**src/rtl/dmairq_pkg.sv**
```systemverilog
package dmairq_pkg;

    typedef enum logic {
        IRQ_IDLE = 1'b0,
        IRQ_PEND = 1'b1
    } irq_state_e;

    typedef enum logic {
        CH_RUN = 1'b0,
        CH_FIN = 1'b1
    } chan_state_e;

    typedef struct packed {
        logic raise;   // completion that requests an interrupt
        logic finish;  // completion that ends the whole transfer
    } cmpl_evt_t;

endpackage

```
**src/rtl/dmairq_decode.sv**
```systemverilog
module dmairq_decode
    import dmairq_pkg::*;
(
    input  logic      seg_end,
    input  logic      chain_mode,
    input  logic      desc_irq_flag,
    input  logic      chain_last,
    input  logic      done_irq_en,
    output cmpl_evt_t evt
);

    logic whole_done;
    logic want_done_irq;
    logic want_desc_irq;

    always_comb begin
        // outside a chain, every descriptor end is the whole transfer
        whole_done    = seg_end & (~chain_mode | chain_last);
        want_done_irq = whole_done & done_irq_en;
        // the per-descriptor request bit only counts in chaining mode
        want_desc_irq = seg_end & chain_mode & desc_irq_flag;
        evt.finish    = whole_done;
        evt.raise     = want_done_irq | want_desc_irq;
    end

endmodule

```
**src/rtl/dmairq_req_fsm.sv**
```systemverilog
module dmairq_req_fsm
    import dmairq_pkg::*;
(
    input  logic clk,
    input  logic rst_n,
    input  logic raise,
    input  logic clr_hit,
    output logic irq
);

    irq_state_e state_q;
    irq_state_e state_d;

    always_comb begin
        state_d = state_q;
        unique case (state_q)
            IRQ_IDLE: if (raise) state_d = IRQ_PEND;
            // a new event in the clear cycle keeps the request pending
            IRQ_PEND: if (clr_hit && !raise) state_d = IRQ_IDLE;
            default:  state_d = IRQ_IDLE;
        endcase
    end

    always_ff @(posedge clk or negedge rst_n) begin
        if (!rst_n) state_q <= IRQ_IDLE;
        else        state_q <= state_d;
    end

    always_comb begin
        irq = (state_q == IRQ_PEND);
    end


    raise_sets_chk: assert property (@(posedge clk) disable iff (!rst_n)
        raise |=> irq);

    clear_drops_chk: assert property (@(posedge clk) disable iff (!rst_n)
        (irq && clr_hit && !raise) |=> !irq);

    pend_holds_chk: assert property (@(posedge clk) disable iff (!rst_n)
        (irq && !clr_hit) |=> irq);

    idle_holds_chk: assert property (@(posedge clk) disable iff (!rst_n)
        (!irq && !raise) |=> !irq);

endmodule

```
**src/rtl/dmairq_chan_fsm.sv**
```systemverilog
module dmairq_chan_fsm
    import dmairq_pkg::*;
(
    input  logic clk,
    input  logic rst_n,
    input  logic finish,
    input  logic restart,
    output logic done_sts
);

    chan_state_e state_q;
    chan_state_e state_d;

    always_comb begin
        state_d = state_q;
        unique case (state_q)
            CH_RUN:  if (finish) state_d = CH_FIN;
            CH_FIN:  if (restart && !finish) state_d = CH_RUN;
            default: state_d = CH_RUN;
        endcase
    end

    always_ff @(posedge clk or negedge rst_n) begin
        if (!rst_n) state_q <= CH_RUN;
        else        state_q <= state_d;
    end

    always_comb begin
        done_sts = (state_q == CH_FIN);
    end


    finish_sets_chk: assert property (@(posedge clk) disable iff (!rst_n)
        finish |=> done_sts);

    restart_clears_chk: assert property (@(posedge clk) disable iff (!rst_n)
        (restart && !finish) |=> !done_sts);

    done_holds_chk: assert property (@(posedge clk) disable iff (!rst_n)
        (!restart && !finish) |=> $stable(done_sts));

endmodule

```
**src/rtl/dma_chan_irq.sv**
```systemverilog
module dma_chan_irq
    import dmairq_pkg::*;
(
    input  logic clk,
    input  logic rst_n,
    input  logic xfer_start,
    input  logic seg_end,
    input  logic chain_mode,
    input  logic desc_irq_flag,
    input  logic chain_last,
    input  logic done_irq_en,
    input  logic csr_wr,
    input  logic csr_clr,
    output logic irq,
    output logic done_sts
);

    cmpl_evt_t evt;
    logic      clr_hit;

    always_comb begin
        clr_hit = csr_wr & csr_clr;
    end

    dmairq_decode u_decode (
        .seg_end       (seg_end),
        .chain_mode    (chain_mode),
        .desc_irq_flag (desc_irq_flag),
        .chain_last    (chain_last),
        .done_irq_en   (done_irq_en),
        .evt           (evt)
    );

    dmairq_req_fsm u_req (
        .clk     (clk),
        .rst_n   (rst_n),
        .raise   (evt.raise),
        .clr_hit (clr_hit),
        .irq     (irq)
    );

    dmairq_chan_fsm u_chan (
        .clk      (clk),
        .rst_n    (rst_n),
        .finish   (evt.finish),
        .restart  (xfer_start),
        .done_sts (done_sts)
    );


    plain_no_en_chk: assert property (@(posedge clk) disable iff (!rst_n)
        (seg_end && !chain_mode && !done_irq_en && !irq && !csr_wr) |=> !irq);

    mid_chain_chk: assert property (@(posedge clk) disable iff (!rst_n)
        (seg_end && chain_mode && !chain_last && desc_irq_flag) |=> irq);

    last_desc_chk: assert property (@(posedge clk) disable iff (!rst_n)
        (seg_end && chain_mode && chain_last) |=> done_sts);

    zero_write_chk: assert property (@(posedge clk) disable iff (!rst_n)
        (irq && csr_wr && !csr_clr) |=> irq);

endmodule

```
**config.mk**
```make
export PLATFORM = sky130hd
export DESIGN_NAME = dma_chan_irq
export DESIGN_NICKNAME = d
export VERILOG_FILES = /design/src/rtl/dmairq_pkg.sv /design/src/rtl/dmairq_decode.sv /design/src/rtl/dmairq_req_fsm.sv /design/src/rtl/dmairq_chan_fsm.sv /design/src/rtl/dma_chan_irq.sv
export SDC_FILE = /design/constraint.sdc
export NUM_CORES = 1
export LEC_CHECK = 0
export CORE_AREA = 2 2 39 41
export CTS_BUF_LIST = sky130_fd_sc_hd__clkbuf_2
export DETAILED_ROUTE_END_ITERATION = 8
export DIE_AREA = 0 0 41 43
export HOLD_SLACK_MARGIN = 0.05
export PLACE_DENSITY = 0.35
export SLEW_MARGIN = 20
export SYNTH_ARGS = -nofsm -noshare
export SYNTH_HDL_FRONTEND = slang
export SYNTH_HIERARCHICAL = 1
export SYNTH_SLANG_ARGS = --single-unit
```
**constraint.sdc**
```tcl
create_clock -name clk -period 1.6 [get_ports clk]
set_input_delay 0.48 -clock clk [delete_from_list [all_inputs] [get_ports clk]]
set_output_delay 0.48 -clock clk [all_outputs]
set_load 0.05 [all_outputs]
```
# Word level (Yosys, flattened, before mapping)
# Cells that the tools add are included.
# op_classes
n_mux	6
bitwise_logic	10
n_reduce_logical	4
# ops
operator	count
$and 1x1->1	5
$mux 1	4
$pmux 1 s2	2
$not 1->1	3
$logic_and 1x1->1	2
$logic_not 1->1	2
$or 1x1->1	2
# totals
reg_bits	2
in_bits	10
output_inout_bits	2
elab_cells	22

# Depth between registers and ports, before layout
# Gate-level depths: netlist (run 1).
# depth
word_depth	9
depth_mapped	4
mapped_depth_nobuf	3

# Hierarchy
# Netlist (run 1), hierarchy kept.
# by_module_without_submodules
mod	instances	cells_per_inst	area_each_um2	seq_area_each_um2
dmairq_decode	1	6	47.5	0.0
dmairq_chan_fsm	1	3	36.3	25.0
dmairq_req_fsm	1	3	36.3	25.0
dma_chan_irq	1	1	6.3	0.0

# Least setup slack after synthesis (run 1)
# Ideal clock, no wire load.
# synth_path
path_type	reg-to-output
startpoint	reg u_chan.state_q (netlist: u_chan/done_sts)
endpoint	out done_sts
arrival_time_ns	0.600
required_ns	1.120
setup_slack_ns	0.520
stages_incl_launch_ff	1
n_path_buf	0
cell_sequence	dfrtp_1
# synth_rtl
item	line	rtl
start, declared	dmairq_chan_fsm.sv:11	chan_state_e state_q;
start signal, assigned	dmairq_chan_fsm.sv:25	else state_q <= state_d;
end, declared	dma_chan_irq.sv:15	output logic done_sts
# No word-level cell between the ends.

==> summary.txt, run 1 <==
Run status
  – Run status: finished, final reports clean

Drt
  – Vias/cell: 3.05
  – Drt drc: 0
  – Average wire per standard cell: 7.57 µm
  – TritonRoute pass-1 iters: 1
  – Vias: 128
  – Initial DRC count: 0
  – Post-route ant nets: 0
  – Final WL: between 300 and 400 µm

Layout
  – Share of cells above drive strength 1: 0.308
  – Fin nets: 38
  – Final Non-Filler Cells: 42
  – # diodes: 0
  – Area growth syn-to-layout: 125%
  – # fillers: roughly 160

Setup path
  – CP Max Fanout: 2
  – Worst Path Required: 1.67 ns
  – Type of origin of the critical path: input pin
  – Path type of the worst setup path: in2reg
  – CP Capture Type: register
  – WP data arrival: 1.33 ns

Yosys
  – Sequential area share after synthesis: 0.396
  – Synth cell types: 10
  – Cell taking the most area after synthesis: dfrtp_1
  – Syn_nets: 23
  – Main area contributors after synthesis: dfrtp_1 40%, a21o_1 12%, nor2b_4 11%
  – Syn avg cell area: 9.72 µm²
  – Post-synth top area share: 0.396
  – #FFs+latches synth: 2
  – Post-synthesis cell count: 13
  – Warning count from the yosys run: 6
  – Mapped cell area: around 130 µm²

Timing
  – Clk_skew: 0 ns
  – RSZ-0062 raised after global routing: no
  – Max-slew headroom: 0.914
  – Final setup viols: 0
  – Post-route setup TNS: 0 ns
  – Hold slack final: approximately 0.46 ns
  – Fmax: 0.794 GHz
  – Tmin final: 1.26 ns
  – Fin crit share: 0.787
  – Final Hold Vio Count: 0
  – Worst slew pin tran: approximately 0.13 ns
  – Slew Limit Fails: 0

Power and ir drop
  – Final Power: 223 µW
  – Leakage: roughly 0.00013 µW
  – Switch Pwr: approximately 66 µW
  – Worst vdd ir: about 0.13 mV
  – Clk pwr share: 0.345
  – Cell Int Power: 156 µW
  – Power Dens Cells: roughly 780 mW/mm²
  – Register share of total power: 0.282
  – Switching Share: 0.298
  – Gate power share: 0.373

Floorplanning
  – Initial Util: 0.0913
  – Io pins: 12
  – Chip Width: 41 µm
  – CORE AREA: 0.00138 mm²
  – Chip height: 43 µm
  – Die area: 0.00176 mm²
  – Num rows: 14

Clocking
  – CTS tree: yes
  – Cts hold-fix bufs: 0
  – Clock sink count: 2
  – Worst-skew pair later-pin latency: 0.19 ns
  – PostCTS Resize Cnt: 0
  – Htree depth: 1
  – Reg clk slew, reported paths: 0.03 ns
  – Post-CTS setup buffer count: 0
  – Cts bufs inserted: 3
  – Bufs on Longest Clock Path: 2
  – CTS root buffer: clkbuf_2

Global route
  – Antenna violations before repair: 0
  – Total grt overflow: 0
  – Gr usage total: 0.0491
  – Vias in the first global route: 137
  – Most used routing layer: met4
  – Met3 Track Usage GR: 0.0471
  – Global-route wire length before repair: slightly below 500 µm
  – Largest net degree at the start of global routing: 4
  – GR Util met2: 0.0469
  – GR Util met1: 0.0513

Place
  – GP Congestion: slightly below 0.6
  – PortBufs: 11
  – Dpl cells: 39

Job
  – Max-cap violations: 0

Hold path
  – Hold Crit Class: in2async
## power by group through the flow
stage	Clock [µW]	Combinational [µW]	Sequential (µW)
6_report	76.7	83.0	62.9
3_3_place_gp	0	84.1	63.5
2_1_floorplan	0	15.6	80.7
4_1_cts	84.0	84.0	63.2
3_5_place_dp	0	83.6	63.7
5_1_grt	88.7	88.4	63.6
## synth_stat cells
master   number
a21o_1        2
dfrtp_1       2
inv_1         2
and2_1        1
buf_4         1
nand2_1       1
nand3_1       1
nor2b_2       1
nor2b_4       1
o21ai_2       1
## layout by cell type (no fill, tap or decap)
| cell | n |
|---|---|
| nor2b_4 | 1 |
| a21o_1 | 2 |
| and2_1 | 1 |
| nand2_1 | 1 |
| clkbuf_2 | 3 |
| clkdlybuf4s50_1 | 9 |
| dfrtp_1 | 2 |
| buf_12 | 2 |
| o21ai_2 | 1 |
| nand3_1 | 1 |
| inv_1 | 2 |
| nor2b_2 | 1 |
## state kept, by name, summed over array words and instances (netlist names)
| register | count |
|---|---|
| u_chan/done_sts | 1 |
| u_req/irq | 1 |
## routing by layer
metal | vias to the layer above | routed length [µm] | part of all wire
met3 | 0 | 72 | 0.23
met5 | - | 0 | 0
met1 | 49 | 146 | 0.46
li1 | 67 | - | -
met4 | 0 | 0 | 0
met2 | 12 | 99 | 0.31
## cell families (layout without fill, tap and decap cells)
logic type,after synthesis,in the layout,share of synthesized area
AOI/OAI and AO/OA,3,3,0.188
buffers and inverters,3,16,0.119
DFF,2,2,0.396
and+or+nand+nor,5,5,0.297
## final timing paths
kind	startpoint	endpoint	slack, ns	cells after the start
min in group clk	u_chan/done_sts	u_chan/done_sts	0.54	1
worst max-delay path	chain_mode	u_req/irq	0.34	4
worst min-delay path	rst_n	u_chan/done_sts	0.46	1
worst max register to register	u_req/irq	u_req/irq	0.91	1
max in group asynchronous	rst_n	u_req/irq	1.01	1
worst min register to register	u_chan/done_sts	u_chan/done_sts	0.54	1
## through the flow
stage / util / instance area (µm²) / worst slack (ns)
6_report: 0.205 / 284 / 0.341
5_1_grt: 0.205 / 284 / 0.325
4_1_cts: 0.205 / 284 / 0.353
3_5_place_dp: 0.194 / 269 / 0.147
3_3_place_gp: 0.194 / 269 / 0.148
2_1_floorplan: - / 126 / 0.520
## critical path, cell delays in order
cell and delay (ns):
clkdlybuf4s50_1 0.48, nor2b_4 0.16, o21ai_2 0.07, a21o_1 0.14
## cell type report
class	instances	area (µm²)	area share
inverters	2	7.51	0.0264
multi-input cells	8	61.3	0.216
flip-flops and latches	2	50.0	0.176
clock buffers	3	15.0	0.0529
repair buffers	11	130	0.458
well taps	16	20.0	0.0705
Power figures use the tool's default switching activity.
==> run 2, diff against run 1 <==
- PLACE_DENSITY: 0.35 -> 0.36
- clock period: 1.6 -> 1 ns (I/O delays scaled with it)
==> run 2 against run 1 <==
  * Non-clock buffer count did not move
  * The run now ends with setup timing left
  * Via count is 1.6% higher
  * Global-route usage increased by 0.20 points
  * Routed wire length rose by 7.5%
  * Sequential share of layout area unchanged
  * Largest power group unchanged
  * First-iteration DRC count unchanged
  * Cell count is the same
  * Clock skew unchanged
  * Critical path depth decreased by 3
  * Setup slack got worse by 0.38 ns
==> summary.txt, run 2 (synthesized netlist as in run 1, its figures left out) <==
Place
  – PortBufs: 11
  – GP Congestion: ~0.57

Setup path
  – WP data arrival: between 0.7 and 0.8 ns
  – Path type of the worst setup path: reg2out
  – R2r startpoint: u_chan/done_sts
  – CP Depth: 1
  – Worst Path Required: 0.70 ns
  – CP max stage delay: 0.39 ns
  – R2R depth: 1
  – Slowest CP cell: dfrtp_1
  – Type of origin of the critical path: register
  – Buf/Inv on CP: 1
  – CP Capture Type: output pin
  – Reg2Reg Setup Slack: ~0.31 ns
  – CP top delay family: flip-flops
  – Crit-path cells: buf_12
  – CP startpoint: u_req/irq
  – Capture point of the worst reg-to-reg path: u_chan/done_sts
  – CP Max Fanout: 2

Clocking
  – Bufs on Longest Clock Path: 2
  – CTS root buffer: clkbuf_2
  – Cts bufs inserted: 3
  – Post-CTS setup buffer count: 0
  – CTS tree: yes
  – Cts hold-fix bufs: 0
  – Reg clk slew, reported paths: roughly 0.03 ns
  – Clock sink count: 2
  – Worst-skew pair later-pin latency: 0.19 ns
  – Htree depth: 1

Power and ir drop
  – Switch Pwr: 107 µW
  – Leakage: about 0.00014 µW
  – Gate power share: 0.368
  – Power Dens Cells: 1240 mW/mm²
  – Cell Int Power: 247 µW
  – Switching Share: 0.302
  – Clk pwr share: 0.348
  – Worst vdd ir: 0.322 mV
  – Register share of total power: 0.284

Floorplanning
  – Initial Util: 0.0913
  – Chip Width: 41 µm
  – Num rows: 14
  – Die area: 0.00176 mm²
  – Io pins: 12
  – Chip height: 43 µm
  – CORE AREA: 0.00138 mm²

Drt
  – Average wire per standard cell: 8.14 µm
  – Vias: 130
  – TritonRoute pass-1 iters: 1
  – Initial DRC count: 0
  – Post-route ant nets: 0
  – Vias/cell: about 3.1
  – Final WL: 342 µm
  – Drt drc: 0

Timing
  – Hold slack final: around 0.28 ns
  – Slew Limit Fails: 0
  – Fin crit share: 1.04
  – Final Hold Vio Count: 0
  – Final setup viols: 2
  – Worst slew pin tran: between 0.1 and 0.15 ns
  – Clk_skew: 0 ns
  – RSZ-0062 raised after global routing: yes
  – Fmax: a little under 1 GHz
  – PnR worst setup slack: -0.0410 ns
  – Max-slew headroom: 0.916
  – Tmin final: 1.04 ns
  – Post-route setup TNS: -0.0791 ns

Global route
  – Vias in the first global route: between 100 and 150
  – Largest net degree at the start of global routing: 4
  – Global-route wire length before repair: 510 µm
  – Antenna violations before repair: 0
  – Gr usage total: 0.0512
  – Total grt overflow: 0

Hold path
  – Hold Crit Class: in2async

Layout
  – Area growth syn-to-layout: 125%
  – Footprint of the multi-input gates: 61.3 µm²
  – FF+latch area: roughly 50 µm²
  – Share of cells above drive strength 1: 0.308
  – # diodes: 0
  – Most common cell after layout, fill and taps aside: clkdlybuf4s50_1
  – Most frequent cells in the layout: 6 x clkdlybuf4s50_1, 3 x clkbuf_2
  – Fin nets: 38
  – # fillers: 155

Run status
  – Failing checks: setup timing
  – Run status: finished, violations left

Job
  – Max-cap violations: 0
==> run 2: cell types whose count changed in the layout (fill, tap and decap cells not counted), sizes merged <==
cell           change
dlymetal6s2s       +1
dlygate4sd2        +2
clkdlybuf4s50      -3
==> run 2: area by class of cell <==
cell class                 instances  area share
timing repair buffer              11       0.458
tap                               16      0.0705
sequential                         2       0.176
inverter                           2      0.0264
clock buffer                       3      0.0529
multi-input combinational          8       0.216
==> run 2: metal layers <==
| metal | track usage | share of wire |
|---|---|---|
| met5 | 0 | 0 |
| met4 | 0.0800 | 0 |
| met3 | 0.0366 | 0.24 |
| met2 | 0.0531 | 0.37 |
| met1 | 0.0481 | 0.39 |
==> run 2: per-stage QoR <==
stage	power, µW	instances	instance area [µm²]	setup WS, ns	utilization
finish	353	42	284	-0.0410	0.205
global route	376	42	284	-0.0770	0.205
CTS	367	42	282	-0.0632	0.203
detailed placement	236	39	269	-0.286	0.194
global placement	236	39	269	-0.262	0.194
floorplan	154	13	126	0.0996	-
==> run 2: what timing repair did <==
| item | 4_1_cts | 5_1_grt |
|---|---|---|
| endpoints found under the hold margin | 0 | 0 |
| setup endpoints to repair | 4 | 3 |
| resized for setup | 2 | 1 |
| pin swaps | 0 | 1 |
==> run 2: how the worst max path moves through the flow <==
stage / end
6_report: irq
5_1_grt: irq
4_1_cts: irq
3_5_place_dp: u_req/irq
3_3_place_gp: u_req/irq
2_1_floorplan: done_sts
==> run 2: power groups by stage <==
stage / sequential [µW] / combinational [µW] / clock [µW]
floorplan: 129 / 25.0 / 0
global placement: 102 / 134 / 0
detailed placement: 102 / 135 / 0
CTS: 101 / 132 / 133
global route: 102 / 139 / 136
finish: 100 / 130 / 123
==> run 3, diff against run 2 <==
- CAP_MARGIN: unset -> 10
==> results of run 3 <==
Final layout, timing and power as in run 2 (identical DEF).
